`src/rtl/lapic_tmr_pkg.sv`:
```
package lapic_tmr_pkg;
   typedef enum logic [1:0] {
      TM_ONESHOT  = 2'b00,
      TM_PERIODIC = 2'b01,
      TM_DEADLINE = 2'b10,
      TM_RSVD     = 2'b11
   } tmr_mode_e;

   localparam logic [11:0] OFS_CTRL = 12'h320;
   localparam logic [11:0] OFS_INIT = 12'h380;
   localparam logic [11:0] OFS_CUR  = 12'h390;
   localparam logic [11:0] OFS_DL   = 12'h3E0;

   localparam int MASK_BIT = 16;
   localparam int MODE_LSB = 17;
   localparam int DIV_LSB  = 19;
endpackage

```
`src/rtl/lapic_tmr_ctrl.sv`:
```
module lapic_tmr_ctrl
   import lapic_tmr_pkg::*;
#(
   parameter int VEC_W = 8,
   parameter int DIV_W = 3
) (
   input  logic             clk,
   input  logic             rst_n,
   input  logic             wr_en,
   input  logic [VEC_W-1:0] wd_vec,
   input  logic             wd_mask,
   input  logic [1:0]       wd_mode,
   input  logic [DIV_W-1:0] wd_div,
   output tmr_mode_e        mode_o,
   output logic             mask_o,
   output logic [DIV_W-1:0] div_o,
   output logic [31:0]      ctrl_rd_o,
   output logic             enter_dl_o,
   output logic             leave_dl_o
);
   logic [VEC_W-1:0] vec_q;
   logic             mask_q;
   tmr_mode_e        mode_q;
   logic [DIV_W-1:0] div_q;
   tmr_mode_e        req_mode;
   tmr_mode_e        nxt_mode;

   generate
      if (VEC_W < 1 || VEC_W > MASK_BIT) begin : g_bad_vec
         $error("lapic_tmr_ctrl: VEC_W must be 1..16");
      end
      if (DIV_W < 1 || DIV_W + DIV_LSB > 32) begin : g_bad_div
         $error("lapic_tmr_ctrl: DIV_W out of range");
      end
   endgenerate

   always_comb begin
      req_mode   = tmr_mode_e'(wd_mode);
      nxt_mode   = (req_mode == TM_RSVD) ? mode_q : req_mode;
      enter_dl_o = wr_en && (nxt_mode == TM_DEADLINE) && (mode_q != TM_DEADLINE);
      leave_dl_o = wr_en && (mode_q == TM_DEADLINE) && (nxt_mode != TM_DEADLINE);
   end

   always_ff @(posedge clk) begin
      if (!rst_n) begin
         vec_q  <= '0;
         mask_q <= 1'b1;
         mode_q <= TM_ONESHOT;
         div_q  <= '0;
      end else if (wr_en) begin
         vec_q  <= wd_vec;
         mask_q <= wd_mask;
         mode_q <= nxt_mode;
         div_q  <= wd_div;
      end
   end

   always_comb begin
      ctrl_rd_o                            = '0;
      ctrl_rd_o[VEC_W-1:0]                 = vec_q;
      ctrl_rd_o[MASK_BIT]                  = mask_q;
      ctrl_rd_o[MODE_LSB +: 2]             = mode_q;
      ctrl_rd_o[DIV_LSB +: DIV_W]          = div_q;
   end

   assign mode_o = mode_q;
   assign mask_o = mask_q;
   assign div_o  = div_q;

   AST_NO_RSVD_MODE: assert property (@(posedge clk) disable iff (!rst_n)
      mode_q != TM_RSVD);
endmodule

```
`src/rtl/lapic_tmr_presc.sv`:
```
module lapic_tmr_presc #(
   parameter int DIV_W   = 3,
   parameter bit USE_DIV = 1'b1
) (
   input  logic             clk,
   input  logic             rst_n,
   input  logic [DIV_W-1:0] div,
   output logic             tick
);
   localparam int PS_W = (1 << DIV_W) - 1;

   generate
      if (USE_DIV) begin : g_div
         logic [PS_W-1:0] ps_q;
         logic [PS_W-1:0] ps_mask;

         always_ff @(posedge clk) begin
            if (!rst_n) ps_q <= '0;
            else        ps_q <= ps_q + 1'b1;
         end

         always_comb begin
            ps_mask = ~({PS_W{1'b1}} << div);
            tick    = (ps_q & ps_mask) == ps_mask;
         end

         AST_TICK_FULL_RATE: assert property (@(posedge clk) disable iff (!rst_n)
            (div == '0) |-> tick);
         AST_TICK_SPARSE: assert property (@(posedge clk) disable iff (!rst_n)
            (div != '0) && tick && $stable(div) |=> !tick);
      end else begin : g_nodiv
         logic unused_div;
         assign unused_div = ^{div, clk, rst_n};
         assign tick       = 1'b1;
      end
   endgenerate
endmodule

```
`src/rtl/lapic_tmr_count.sv`:
```
module lapic_tmr_count
   import lapic_tmr_pkg::*;
#(
   parameter int CNT_W = 32
) (
   input  logic             clk,
   input  logic             rst_n,
   input  logic             tick,
   input  tmr_mode_e        mode,
   input  logic             init_wr,
   input  logic [CNT_W-1:0] init_wd,
   input  logic             clear,
   output logic [CNT_W-1:0] init_o,
   output logic [CNT_W-1:0] cur_o,
   output logic             fire_o
);
   logic [CNT_W-1:0] init_q;
   logic [CNT_W-1:0] cur_q;
   logic             load;

   generate
      if (CNT_W < 2) begin : g_bad_w
         $error("lapic_tmr_count: CNT_W must be at least 2");
      end
   endgenerate

   always_comb begin
      load   = init_wr && (mode != TM_DEADLINE);
      fire_o = tick && (cur_q == CNT_W'(1)) && !load && !clear;
   end

   always_ff @(posedge clk) begin
      if (!rst_n) begin
         init_q <= '0;
         cur_q  <= '0;
      end else if (clear) begin
         init_q <= '0;
         cur_q  <= '0;
      end else if (load) begin
         init_q <= init_wd;
         cur_q  <= init_wd;
      end else if (tick && (cur_q != '0)) begin
         if (cur_q == CNT_W'(1))
            cur_q <= (mode == TM_PERIODIC) ? init_q : '0;
         else
            cur_q <= cur_q - 1'b1;
      end
   end

   assign init_o = init_q;
   assign cur_o  = cur_q;

   AST_CNT_IDLE_IN_DL: assert property (@(posedge clk) disable iff (!rst_n)
      (mode == TM_DEADLINE) |-> (init_q == '0) && (cur_q == '0));
   AST_ONESHOT_STAYS_ZERO: assert property (@(posedge clk) disable iff (!rst_n)
      (cur_q == '0) && !init_wr |=> (cur_q == '0));
   AST_PERIODIC_RELOAD: assert property (@(posedge clk) disable iff (!rst_n)
      fire_o && (mode == TM_PERIODIC) |=> (cur_q == $past(init_q)));
   AST_NO_TICK_HOLD: assert property (@(posedge clk) disable iff (!rst_n)
      !tick && !init_wr && !clear |=> $stable(cur_q));
endmodule

```
`src/rtl/lapic_tmr_dline.sv`:
```
module lapic_tmr_dline
   import lapic_tmr_pkg::*;
#(
   parameter int TS_W = 64
) (
   input  logic            clk,
   input  logic            rst_n,
   input  tmr_mode_e       mode,
   input  logic            dl_wr,
   input  logic [TS_W-1:0] dl_wd,
   input  logic [TS_W-1:0] tstamp,
   input  logic            clear,
   output logic [TS_W-1:0] dl_o,
   output logic            fire_o
);
   logic [TS_W-1:0] dl_q;
   logic            accept;

   always_comb begin
      accept = dl_wr && (mode == TM_DEADLINE);
      fire_o = (dl_q != '0) && (tstamp >= dl_q) && !accept && !clear;
   end

   always_ff @(posedge clk) begin
      if (!rst_n)       dl_q <= '0;
      else if (clear)   dl_q <= '0;
      else if (accept)  dl_q <= dl_wd;
      else if (fire_o)  dl_q <= '0;
   end

   assign dl_o = dl_q;

   AST_DL_IDLE_OUTSIDE: assert property (@(posedge clk) disable iff (!rst_n)
      (mode != TM_DEADLINE) |-> (dl_q == '0));
   AST_DL_CLEAR_ON_FIRE: assert property (@(posedge clk) disable iff (!rst_n)
      fire_o |=> (dl_q == '0));
   AST_DL_HOLD_EARLY: assert property (@(posedge clk) disable iff (!rst_n)
      (dl_q != '0) && (tstamp < dl_q) && !dl_wr && !clear |=> $stable(dl_q));
endmodule

```
`src/rtl/lapic_tmr_top.sv`:
```
module lapic_tmr_top
   import lapic_tmr_pkg::*;
#(
   parameter int ADDR_W  = 12,
   parameter int TS_W    = 64,
   parameter int CNT_W   = 32,
   parameter int VEC_W   = 8,
   parameter int DIV_W   = 3,
   parameter bit USE_DIV = 1'b1
) (
   input  logic              clk,
   input  logic              rst_n,
   input  logic              bus_sel,
   input  logic              bus_we,
   input  logic [ADDR_W-1:0] bus_addr,
   input  logic [TS_W-1:0]   bus_wdata,
   output logic [TS_W-1:0]   bus_rdata,
   input  logic [TS_W-1:0]   tstamp,
   output logic              irq
);
   localparam logic [ADDR_W-1:0] A_CTRL = ADDR_W'(OFS_CTRL);
   localparam logic [ADDR_W-1:0] A_INIT = ADDR_W'(OFS_INIT);
   localparam logic [ADDR_W-1:0] A_CUR  = ADDR_W'(OFS_CUR);
   localparam logic [ADDR_W-1:0] A_DL   = ADDR_W'(OFS_DL);

   generate
      if (ADDR_W < 12) begin : g_bad_addr
         $error("lapic_tmr_top: ADDR_W must be at least 12");
      end
      if (TS_W < 32 || CNT_W > TS_W) begin : g_bad_ts
         $error("lapic_tmr_top: need TS_W >= 32 and CNT_W <= TS_W");
      end
   endgenerate

   logic             wr_ctrl, wr_init, wr_dl;
   tmr_mode_e        mode;
   logic             mask;
   logic [DIV_W-1:0] div;
   logic [31:0]      ctrl_rd;
   logic             enter_dl, leave_dl;
   logic             tick;
   logic [CNT_W-1:0] init_v, cur_v;
   logic             cd_fire;
   logic [TS_W-1:0]  dl_v;
   logic             dl_fire;
   logic             irq_q;

   always_comb begin
      wr_ctrl = bus_sel && bus_we && (bus_addr == A_CTRL);
      wr_init = bus_sel && bus_we && (bus_addr == A_INIT);
      wr_dl   = bus_sel && bus_we && (bus_addr == A_DL);
   end

   lapic_tmr_ctrl #(.VEC_W(VEC_W), .DIV_W(DIV_W)) u_ctrl (
      .clk        (clk),
      .rst_n      (rst_n),
      .wr_en      (wr_ctrl),
      .wd_vec     (bus_wdata[VEC_W-1:0]),
      .wd_mask    (bus_wdata[MASK_BIT]),
      .wd_mode    (bus_wdata[MODE_LSB +: 2]),
      .wd_div     (bus_wdata[DIV_LSB +: DIV_W]),
      .mode_o     (mode),
      .mask_o     (mask),
      .div_o      (div),
      .ctrl_rd_o  (ctrl_rd),
      .enter_dl_o (enter_dl),
      .leave_dl_o (leave_dl)
   );

   lapic_tmr_presc #(.DIV_W(DIV_W), .USE_DIV(USE_DIV)) u_presc (
      .clk   (clk),
      .rst_n (rst_n),
      .div   (div),
      .tick  (tick)
   );

   lapic_tmr_count #(.CNT_W(CNT_W)) u_count (
      .clk     (clk),
      .rst_n   (rst_n),
      .tick    (tick),
      .mode    (mode),
      .init_wr (wr_init),
      .init_wd (bus_wdata[CNT_W-1:0]),
      .clear   (enter_dl),
      .init_o  (init_v),
      .cur_o   (cur_v),
      .fire_o  (cd_fire)
   );

   lapic_tmr_dline #(.TS_W(TS_W)) u_dline (
      .clk    (clk),
      .rst_n  (rst_n),
      .mode   (mode),
      .dl_wr  (wr_dl),
      .dl_wd  (bus_wdata),
      .tstamp (tstamp),
      .clear  (leave_dl),
      .dl_o   (dl_v),
      .fire_o (dl_fire)
   );

   always_ff @(posedge clk) begin
      if (!rst_n) irq_q <= 1'b0;
      else        irq_q <= (cd_fire || dl_fire) && !mask;
   end
   assign irq = irq_q;

   always_comb begin
      bus_rdata = '0;
      unique case (bus_addr)
         A_CTRL:  bus_rdata[31:0]      = ctrl_rd;
         A_INIT:  bus_rdata[CNT_W-1:0] = init_v;
         A_CUR:   bus_rdata[CNT_W-1:0] = cur_v;
         A_DL:    bus_rdata            = dl_v;
         default: bus_rdata            = '0;
      endcase
   end

   AST_MASK_SILENCES: assert property (@(posedge clk) disable iff (!rst_n)
      mask |=> !irq_q);
   AST_IRQ_HAS_CAUSE: assert property (@(posedge clk) disable iff (!rst_n)
      !cd_fire && !dl_fire |=> !irq_q);
   AST_SINGLE_SOURCE: assert property (@(posedge clk) disable iff (!rst_n)
      !(cd_fire && dl_fire));
endmodule

```
`config.mk`:
```
export PLATFORM = sky130hd
export DESIGN_NAME = lapic_tmr_top
export DESIGN_NICKNAME = d
export VERILOG_FILES = /design/src/rtl/lapic_tmr_pkg.sv /design/src/rtl/lapic_tmr_ctrl.sv /design/src/rtl/lapic_tmr_presc.sv /design/src/rtl/lapic_tmr_count.sv /design/src/rtl/lapic_tmr_dline.sv /design/src/rtl/lapic_tmr_top.sv
export SDC_FILE = /design/constraint.sdc
export NUM_CORES = 1
export LEC_CHECK = 0
export CAP_MARGIN = 20
export CORE_ASPECT_RATIO = 1.25
export CORE_MARGIN = 2
export CORE_UTILIZATION = 52
export DETAILED_ROUTE_END_ITERATION = 16
export PLACE_DENSITY = 0.88
export SETUP_SLACK_MARGIN = 0.1
export SLEW_MARGIN = 20
export SYNTH_ARGS = -nofsm -noshare
export SYNTH_HDL_FRONTEND = slang
export SYNTH_SLANG_ARGS = --single-unit
```
`constraint.sdc`:
```
create_clock -name clk -period 3.65 [get_ports clk]
set_clock_uncertainty 0.15 [all_clocks]
set_input_delay 0.73 -clock clk [delete_from_list [all_inputs] [get_ports clk]]
set_output_delay 0.73 -clock clk [all_outputs]
set_load 0.02 [all_outputs]
```
==> results.py, run 1 <==
metrics = {
    "run_status": {
        "status": "finished clean",
    },
    "pwr": {
        "switching_share_pct": 35.5,
        "p_int_uw": 3900,
        "power.leakage_uw": 0.00471,
        "p_switching_uw": 2150,
        "combPwrFrac_pct": 36.9,
        "power-per-cell-area_nw_per_um2": 480,
        "power_frac_seq_pct": 33.2,
        "clkPwrFrac_pct": 29.9,
        "peakVddDrop_v": 0.000381,
    },
    "clock_tree": {
        "cts.clk_slew.worst_paths_ns": 0.06,
        "cts_hold_buffers": 0,
        "tritoncts": "built",
        "ctsRootBufferMaster": "clkbuf_16",
        "ctsHtreeMaxLevel": 4,
        "cts_sinks": 150,
        "numCtsBuffers": 17,
        "clock_path_buffers": 2,
        "clk_latency_ns": 0.43,
    },
    "timing": {
        "worst_pin_slew_ns": 0.852,
        "fmax_mhz": 286,
        "drv_slew": 0,
        "timing.slew.headroom_pct": 43.1,
        "hold_violations": 0,
        "fin_ws_ns": 0.157,
        "setup_viol": 0,
        "fin_crit_ns": 3.49,
        "grt_setup_unrepaired": "no",
        "period_share_pct": 95.7,
    },
    "critical_path": {
        "cp-end-kind": "output port",
        "crit_fanout": 20,
        "crit_arrival_ns": 2.61,
        "required_ns": 2.77,
        "start_kind": "input pin",
        "worstSetupPathType": "in -> out",
        "r2r_cells": 8,
    },
    "global_routing": {
        "grt_max_degree": 47,
        "grt_use_total_pct": 35.3,
        "antenna_found_initial": 1,
        "grt_pass1_vias": 10100,
        "grt_first_pass_wirelength_um": 52600,
        "globalRouteOverflowTotal": 0,
    },
    "final_layout": {
        "fillerInstances": 1341,
        "fin_cells": 1678,
        "final_nets": 1653,
        "syn2layout_area_growth_pct": 34.6,
        "drive_gt1_share_pct": 11.4,
    },
    "synth": {
        "synth_edf_count": 0,
        "yosys_warnings": 0,
        "ys_types": 67,
        "syn_avg_cell_area_um2": 7.53,
        "ys_seq_elements": 150,
        "async_flop_share_pct": 0,
        "synth_cells": 1243,
        "yosysSeqAreaShare_pct": 32.1,
        "syn_nets": 1454,
        "synth_top_flop_cell": "dfxtp_1",
        "syn-cell-area_um2": 9360,
    },
    "floorplanning": {
        "start_util_pct": 53.3,
        "die_h_um": 154,
        "dieArea_um2": 19100,
        "ios": 209,
        "fp.coreArea_um2": 17600,
        "die_w_um": 124,
        "rows": 54,
    },
    "route": {
        "first_pass_iters": 7,
        "wire_per_inst_um": 20.6,
        "vias": 10500,
        "ant_nets": 0,
        "drtIter0Drc": 1157,
        "route.detailed.drc": 0,
        "via_per_inst": 6.28,
        "finalWirelength_um": 34500,
    },
    "placement": {
        "dp_hpwl_um": 24800,
        "gp_congestion": 0.999,
        "dp_slack_ns": -0.387,
        "dp.cells": 1640,
        "port_buffers": 208,
    },
    "run": {
        "cap_violations": 0,
    },
    "worst_hold_path": {
        "min_path_cells": 2,
        "min_path_type": "reg -> reg",
    },
}
placed cells by master (no fill, tap or decap), types with 6 or more instances in the layout:
master / n
a21boi_0: 11
a21o_1: 17
a21oi_1: 74
a221oi_1: 6
a22oi_1: 13
a31oi_1: 7
a32o_1: 11
and2_1: 13
and3_1: 6
buf_12: 8
buf_2: 10
buf_4: 47
clkbuf_16: 20
clkdlybuf4s15_2: 21
clkdlybuf4s50_1: 137
dfxtp_1: 150
dlygate4sd2_1: 31
dlymetal6s2s_1: 6
ha_1: 67
inv_1: 69
mux2i_1: 32
nand2_1: 206
nand3_1: 91
nand4_1: 20
nor2_1: 38
nor2b_1: 7
nor3_1: 41
nor4_1: 27
o211ai_1: 10
o21ai_0: 122
o21ai_1: 20
xnor2_1: 9
through the flow:
step	cell area (um2)	TNS [ns]	hold WS, ns	utilization [%]	power [uW]
after floorplan	9360	0	0.291	-	3590
after global placement	11800	-16.39	0.297	67.3	4120
after detailed placement	11800	-26.05	0.310	67.3	4170
after CTS	12400	0	0.320	70.7	5980
after global routing	12600	0	0.337	71.7	6330
final	12600	0	0.317	71.7	6050
synth_stat cells, types with 10 or more instances:
| cell | instances | area [um2] |
|---|---|---|
| and2_1 | 14 | 87.6 |
| mux2i_1 | 32 | 320 |
| a32o_1 | 11 | 110 |
| a21boi_0 | 11 | 82.6 |
| ha_1 | 67 | 838 |
| inv_1 | 69 | 259 |
| a21oi_1 | 75 | 375 |
| nand4_1 | 20 | 125 |
| dfxtp_1 | 150 | 3000 |
| nor4_1 | 28 | 175 |
| nand2_1 | 208 | 781 |
| nor3_1 | 42 | 210 |
| clkbuf_1 | 64 | 240 |
| a21o_1 | 17 | 128 |
| nor2_1 | 39 | 146 |
| buf_2 | 12 | 60.1 |
| o21ai_0 | 130 | 651 |
| o21ai_1 | 12 | 60.1 |
| a22oi_1 | 14 | 105 |
| o211ai_1 | 10 | 75.1 |
| nand3_1 | 91 | 455 |
per-layer routing:
layer	up-vias	global-route usage [%]	wire (um)
li1	4853	-	-
met5	-	0	0
met2	626	58.0	16400
met4	0	20.4	1930
met3	138	6.45	3340
met1	4929	42.6	12800
registers in the layout (all words and copies together) (netlist names):
| name | cells |
|---|---|
| u_ctrl.mask_o | 1 |
| u_ctrl.mode_o | 2 |
| u_presc.g_div.ps_q | 7 |
| irq | 1 |
| u_dline.dl_o | 64 |
| u_ctrl.vec_q | 8 |
| u_count.init_o | 32 |
| u_ctrl.div_o | 3 |
| u_count.cur_o | 32 |
cell type report:
class	instances	area (um2)	area share [%]
Multi-Input combinational cell	937	5830	46.2
Tap cell	224	280	2.22
Clock buffer	22	474	3.76
Timing Repair Buffer	267	2640	20.9
Inverter	69	259	2.06
Clock inverter	8	124	0.983
Sequential cell	150	3000	23.8
Antenna cell	1	2.50	0.0199
worst paths after layout:
| kind | start | slack [ns] | endpoint |
|---|---|---|---|
| min reg2reg | u_count.init_o[26] | 0.32 | u_count.init_o[26] |
| max reg2reg | u_count.cur_o[18] | 0.41 | u_count.cur_o[21] |
| min | u_count.init_o[26] | 0.32 | u_count.init_o[26] |
| max | bus_addr[9] | 0.16 | bus_rdata[13] |
power groups by stage:
stage | logic, uW | registers, uW | clock network [uW]
2_1_floorplan | 1640 | 1950 | 0
3_3_place_gp | 2100 | 2020 | 0
3_5_place_dp | 2140 | 2030 | 0
4_1_cts | 2160 | 2000 | 1820
5_1_grt | 2410 | 2030 | 1890
6_report | 2230 | 2010 | 1810
repair_timing:
action                                  4_1_cts  5_1_grt
pin swaps                                     0        4
endpoints found under the setup margin       64      128
resized for setup                           174       36
gates cloned                                  0        3
buffers inserted                              2        2
worst max-delay path, cell delays in order:
cell             delay [ns]
clkdlybuf4s50_1        0.45
nor4bb_4               0.22
buf_4                  0.18
nand3_1                0.21
buf_4                  0.29
o21ai_0                0.23
clkdlybuf4s15_2        0.29
cells by family (layout without fill, tap and decap cells):
logic type / count (synthesis) / after routing / synth area share [%]
other cells: 0 / 1 / 0
fa+ha+maj: 67 / 67 / 8.96
xor+xnor: 11 / 11 / 1.03
flops: 150 / 150 / 32.1
compound gates: 326 / 326 / 21.3
simple gates: 501 / 501 / 26.2
buf+inv: 156 / 366 / 6.98
mux: 32 / 32 / 3.42
(Power assumes the default switching activity.)
==> inputs of run 2 (changes only) <==
--- a/config.mk
+++ b/config.mk
@@ -10,7 +10,7 @@
 export CORE_MARGIN = 2
 export CORE_UTILIZATION = 52
 export DETAILED_ROUTE_END_ITERATION = 16
-export PLACE_DENSITY = 0.88
+export PLACE_DENSITY = 0.89
 export SETUP_SLACK_MARGIN = 0.1
 export SLEW_MARGIN = 20
 export SYNTH_ARGS = -nofsm -noshare
==> run 2 against run 1 <==
Routed wire length down 2.3%. Sequential cell count unchanged. Global-route usage is 0.32 points lower. First-iteration DRC count shrank 9.9%. Cell area shrank 1.3%. Register-to-register slack got worse by 0.04 ns. Setup slack worse by 0.039 ns. Cell count fell by 0.12%. Total power rose by 1.7%. Combinational power hardly changed.
==> results.py, run 2 (synthesis gave the netlist of run 1 again) <==
metrics = {
    "pwr": {
        "power-per-cell-area_nw_per_um2": 495,
        "power.leakage_uw": 0.00464,
        "peakVddDrop_v": 0.000360,
    },
    "global_routing": {
        "grt_use_total_pct": 35.0,
        "grt_pass1_vias": 10100,
        "antenna_found_initial": 0,
        "grt_first_pass_wirelength_um": 52200,
        "globalRouteOverflowTotal": 0,
        "grt_max_degree": 47,
    },
    "final_layout": {
        "final_nets": 1650,
        "final_common_cell": "nand2_1",
        "fin_area_um2": 12400,
        "num_antenna_cells": 0,
        "syn2layout_area_growth_pct": 32.9,
        "drive_gt1_share_pct": 11.3,
        "final_cell_mix": "206 x nand2_1, 150 x dfxtp_1, 140 x clkdlybuf4s50_1",
        "largest_register_ffs": 64,
    },
    "clock_tree": {
        "numCtsBuffers": 17,
        "cts_sinks": 150,
        "clk_latency_ns": 0.43,
        "ctsRootBufferMaster": "clkbuf_16",
        "ctsHtreeMaxLevel": 4,
        "tritoncts": "built",
        "clock_path_buffers": 2,
        "cts.clk_slew.worst_paths_ns": 0.06,
    },
    "floorplanning": {
        "die_h_um": 154,
        "dieArea_um2": 19100,
        "start_util_pct": 53.3,
        "rows": 54,
        "fp.coreArea_um2": 17600,
        "ios": 209,
        "die_w_um": 124,
    },
    "placement": {
        "place_area_um2": 11900,
        "dp_slack_ns": -0.480,
        "gp_congestion": 0.985,
        "port_buffers": 208,
        "dp_hpwl_um": 24800,
    },
    "critical_path": {
        "path_depth": 10,
        "cp-end-kind": "output port",
        "slowest_delay_ns": 0.45,
        "start_kind": "input pin",
        "crit_arrival_ns": 2.65,
        "rrSetupSlack_ns": 0.37,
        "crit_path_frequent_cell": "buf_4",
        "required_ns": 2.77,
        "cp_top_family": "buffers and inverters",
        "r2r_cells": 9,
        "critical_path_buf_inv_count": 4,
        "cp_slowest_cell": "clkdlybuf4s50_1",
        "worstSetupPathType": "in -> out",
        "crit_fanout": 6,
        "cp_cell_sequence": "clkdlybuf4s50_1 -> nor4bb_4 -> and2_4 -> nand2_4 -> nor3_4 -> buf_6 -> buf_4 -> a22oi_1 -> o21ai_1 -> buf_4",
    },
    "timing": {
        "hold_violations": 0,
        "fin_ws_ns": 0.118,
        "drv_slew": 0,
        "fin_crit_ns": 3.53,
        "fmax_mhz": 283,
        "setup_viol": 0,
        "period_share_pct": 96.8,
        "grt_setup_unrepaired": "yes",
        "fin_setup_tns_ns": 0,
        "timing.slew.headroom_pct": 44.0,
        "hold_ws_ns": 0.314,
        "worst_pin_slew_ns": 0.841,
    },
    "route": {
        "wire_per_inst_um": 20.1,
        "ant_nets": 0,
        "route.detailed.drc": 0,
        "finalWirelength_um": 33800,
        "via_per_inst": 6.25,
        "vias": 10500,
        "drtIter0Drc": 1043,
        "first_pass_iters": 5,
    },
    "run_status": {
        "status": "finished clean",
    },
    "worst_hold_path": {
        "min_path_type": "reg -> reg",
        "min_path_cells": 2,
    },
    "run": {
        "cap_violations": 0,
    },
}
## run 2: cell types whose count changed in the layout (fill, tap and decap cells not counted), sizes merged, moves of 3 or more
cell | before | now
dlygate4sd2 | 31 | 21
dlymetal6s2s | 6 | 1
clkdlybuf4s50 | 137 | 140
dlygate4sd1 | 0 | 3
clkbuf | 26 | 35
clkdlybuf4s15 | 21 | 11
## run 2: repair_timing
item	in CTS	in global routing
cloned	1	0
resized for setup	167	58
hold buffers	0	0
setup endpoints to repair	64	67
pin swaps	2	2
setup buffers	2	0
## run 2: layer usage
layer / track usage (%) / part of all wire (%) / vias to the layer above
li1: - / - / 4839
met4: 21.7 / 6.4 / 0
met2: 57.6 / 47 / 645
met5: 0 / 0 / -
met1: 40.7 / 37 / 4841
met3: 7.79 / 9.9 / 155
## run 2: per-stage QoR
| step | utilization [%] | instances | power, uW |
|---|---|---|---|
| 6_report | 70.8 | 1676 | 6150 |
| 5_1_grt | 70.8 | 1676 | 6430 |
| 3_3_place_gp | 67.6 | 1641 | 4170 |
| 3_5_place_dp | 67.6 | 1641 | 4210 |
| 2_1_floorplan | - | 1243 | 3590 |
| 4_1_cts | 71.1 | 1676 | 6100 |
## run 2: layout make-up
| class | count | area, um2 |
|---|---|---|
| multi-input combinational | 937 | 5790 |
| fill | 1381 | 5120 |
| sequential | 150 | 3000 |
| timing repair buffer | 264 | 2470 |
| clock buffer | 18 | 439 |
| tap | 224 | 280 |
| inverter | 69 | 259 |
| clock inverter | 14 | 199 |
## run 2: path summary, 6_finish.rpt
path | from | endpoint
setup / recovery | bus_addr[10] | bus_rdata[16]
hold / removal | u_count.init_o[24] | u_count.init_o[24]
setup reg to reg | u_count.cur_o[0] | u_count.cur_o[0]
hold reg to reg | u_count.init_o[24] | u_count.init_o[24]
## run 2: worst register-to-register path, delay by kind of cell, from the launching register on
family / cells / cell delay (ns)
DFF: 1 / 0.41
adders and majority gates: 1 / 0.17
AOI/OAI and AO/OA: 3 / 0.47
buffers and inverters: 1 / 0.36
and+or+nand+nor: 4 / 1.57
## run 2: power breakdown
group          switching, uW  internal (uW)  leakage, uW  total, uW
clock network            733           1170     0.000299       1900
logic                   1260            999      0.00313       2250
registers                206           1790      0.00121       2000
==> inputs of run 3 (changes only) <==
--- a/config.mk
+++ b/config.mk
@@ -8,10 +8,11 @@
 export CAP_MARGIN = 20
 export CORE_ASPECT_RATIO = 1.25
 export CORE_MARGIN = 2
-export CORE_UTILIZATION = 52
+export CORE_UTILIZATION = 56
+export CTS_BUF_LIST = sky130_fd_sc_hd__clkbuf_8 sky130_fd_sc_hd__clkbuf_16
 export DETAILED_ROUTE_END_ITERATION = 16
-export PLACE_DENSITY = 0.89
-export SETUP_SLACK_MARGIN = 0.1
+export PLACE_DENSITY = 0.94
+export SETUP_SLACK_MARGIN = 0.5
 export SLEW_MARGIN = 20
 export SYNTH_ARGS = -nofsm -noshare
 export SYNTH_HDL_FRONTEND = slang
==> constraint.sdc (replaced) <==
create_clock -name clk -period 4.6 [get_ports clk]
set_clock_uncertainty 0.15 [all_clocks]
set_input_delay 0.92 -clock clk [delete_from_list [all_inputs] [get_ports clk]]
set_output_delay 0.92 -clock clk [all_outputs]
set_load 0.02 [all_outputs]
==> run 3 against run 2 <==
Sequential power decreased by 20%. Via count increased by 1.2%. Setup slack gained 0.39 ns. Sequential share of layout area up 0.55 points. Die area fell by 6.9%. Sequential cell count did not move. Combinational power shrank 24%. Routed wire length rose by 1.5%. Critical path depth down 1. Cell area down 2.2%. Total power down 23%. Global-route usage grew 2.5 points. Largest cell class unchanged. Largest power group unchanged.
==> results.py, run 3 (synthesis gave the netlist of run 1 again) <==
metrics = {
    "run_status": {
        "status": "finished clean",
    },
    "route": {
        "drtIter0Drc": 1082,
        "finalWirelength_um": 34300,
        "route.detailed.drc": 0,
        "ant_nets": 0,
        "vias": 10600,
        "wire_per_inst_um": 20.8,
        "first_pass_iters": 6,
        "via_per_inst": 6.44,
    },
    "timing": {
        "fmax_mhz": 244,
        "fin_crit_ns": 4.09,
        "setup_viol": 0,
        "timing.slew.headroom_pct": 40.5,
        "period_share_pct": 89.0,
        "grt_setup_unrepaired": "yes",
        "worst_pin_slew_ns": 0.892,
        "hold_violations": 0,
        "drv_slew": 0,
    },
    "critical_path": {
        "cp_cell_sequence": "clkdlybuf4s50_1 -> nor4_4 -> and2_4 -> nand2_2 -> nor2_4 -> buf_4 -> a22oi_1 -> o21ai_0 -> clkdlybuf4s15_2",
        "worstSetupPathType": "in -> out",
        "start_kind": "input pin",
        "required_ns": 3.53,
        "crit_arrival_ns": 3.02,
        "cp_slowest_cell": "clkdlybuf4s50_1",
        "slowest_delay_ns": 0.45,
        "cp-end-kind": "output port",
        "crit_fanout": 7,
    },
    "final_layout": {
        "postLayoutCoreUtil_pct": 74.8,
        "final_cell_mix": "206 x nand2_1, 150 x dfxtp_1, 143 x clkdlybuf4s50_1",
        "largest_register_ffs": 64,
        "drive_gt1_share_pct": 9.64,
        "syn2layout_area_growth_pct": 29.9,
        "final_nets": 1630,
        "num_antenna_cells": 0,
        "final_common_cell": "nand2_1",
        "fillerInstances": 1184,
    },
    "floorplanning": {
        "start_util_pct": 57.5,
        "fp.coreArea_um2": 16300,
        "dieArea_um2": 17800,
        "die_w_um": 120,
        "rows": 52,
        "ios": 209,
        "die_h_um": 149,
    },
    "global_routing": {
        "grt_use_met3_pct": 7.13,
        "grt_use_met2_pct": 62.9,
        "grt_first_pass_wirelength_um": 52400,
        "globalRouteMet1Util_pct": 43.8,
        "grt_pass1_vias": 10000,
        "globalRouteOverflowTotal": 0,
        "grt_most_used_layer": "met2",
        "grt_max_degree": 65,
        "antenna_found_initial": 0,
        "grt_use_total_pct": 37.5,
    },
    "pwr": {
        "p_switching_uw": 1820,
        "clkPwrFrac_pct": 30.3,
        "peakVddDrop_v": 0.000317,
        "power-per-cell-area_nw_per_um2": 391,
        "p_int_uw": 2930,
        "power_uw": 4750,
        "combPwrFrac_pct": 36.0,
        "power_frac_seq_pct": 33.7,
        "switching_share_pct": 38.3,
        "power.leakage_uw": 0.00451,
    },
    "placement": {
        "gp_congestion": 0.965,
        "dp_hpwl_um": 24500,
        "port_buffers": 208,
    },
    "clock_tree": {
        "ctsHtreeMaxLevel": 4,
        "numCtsBuffers": 17,
        "tritoncts": "built",
        "clock_path_buffers": 2,
        "cts.clk_slew.worst_paths_ns": 0.07,
        "ctsRootBufferMaster": "clkbuf_16",
        "clk_latency_ns": 0.44,
        "cts_sinks": 150,
    },
    "run": {
        "cap_violations": 0,
    },
    "worst_hold_path": {
        "min_path_type": "reg -> reg",
    },
}
==> run 3: cell count changes in the layout (fill, tap and decap cells not counted), sizes merged, moves of 2 or more <==
cell           change
buf               -27
dlygate4sd2       +11
inv                +9
bufinv             -3
clkdlybuf4s50      +3
clkinvlp           -3
dlygate4sd1        -3
clkbuf             -2
clkinv             -2
==> run 3: stage by stage <==
| step | std cells | hold WS, ns | worst slack, ns | area, um2 | TNS (ns) |
|---|---|---|---|---|---|
| 3_3_place_gp | 1613 | 0.304 | 0.0904 | 11600 | 0 |
| 6_report | 1648 | 0.322 | 0.508 | 12200 | 0 |
| 2_1_floorplan | 1243 | 0.291 | 0.865 | 9360 | 0 |
| 3_5_place_dp | 1613 | 0.312 | -0.0901 | 11600 | -0.422 |
| 5_1_grt | 1648 | 0.341 | 0.473 | 12200 | 0 |
| 4_1_cts | 1646 | 0.322 | 0.408 | 12200 | 0 |
==> run 3: area by class of cell <==
type	instances	area (um2)	share of cell area, %
Inverter	69	259	2.13
Clock buffer	17	425	3.50
Multi-Input combinational cell	937	5790	47.6
Timing Repair Buffer	244	2240	18.4
Sequential cell	150	3000	24.7
Clock inverter	15	179	1.47
Tap cell	216	270	2.22
==> run 3: path summary, 6_finish.rpt <==
check / startpoint / cells past startpoint / endpoint / slack [ns]
min: u_count.init_o[18] / 2 / u_count.init_o[18] / 0.32
max: bus_addr[1] / 9 / bus_rdata[17] / 0.51
max reg2reg: u_count.cur_o[18] / 7 / u_count.cur_o[18] / 0.97
min reg2reg: u_count.init_o[18] / 2 / u_count.init_o[18] / 0.32
==> run 3: power groups by stage <==
stage	Combinational (uW)	Sequential (uW)	Clock, uW
4_1_cts	1670	1590	1440
5_1_grt	1850	1610	1500
6_report	1710	1600	1440
3_5_place_dp	1630	1620	0
2_1_floorplan	1300	1550	0
3_3_place_gp	1610	1610	0
==> run 3: timing repair <==
action | 4_1_cts | 5_1_grt
endpoints found under the setup margin | 64 | 64
buffers inserted | 0 | 2
pin swaps | 1 | 3
hold buffers | 0 | 0
gates resized for setup | 125 | 51
gates cloned | 1 | 0
==> run 3: layer usage <==
metal,up-vias,wire length [um]
li1,4810,-
met1,4863,12500
met2,747,16000
met3,186,3440
met4,0,2370
met5,-,0
==> run 3: worst max-delay path, delay by kind of cell <==
kind / cells / cell delay (ns)
and+or+nand+nor: 4 / 0.95
AOI/OAI and AO/OA: 2 / 0.19
buffers and inverters: 3 / 0.96
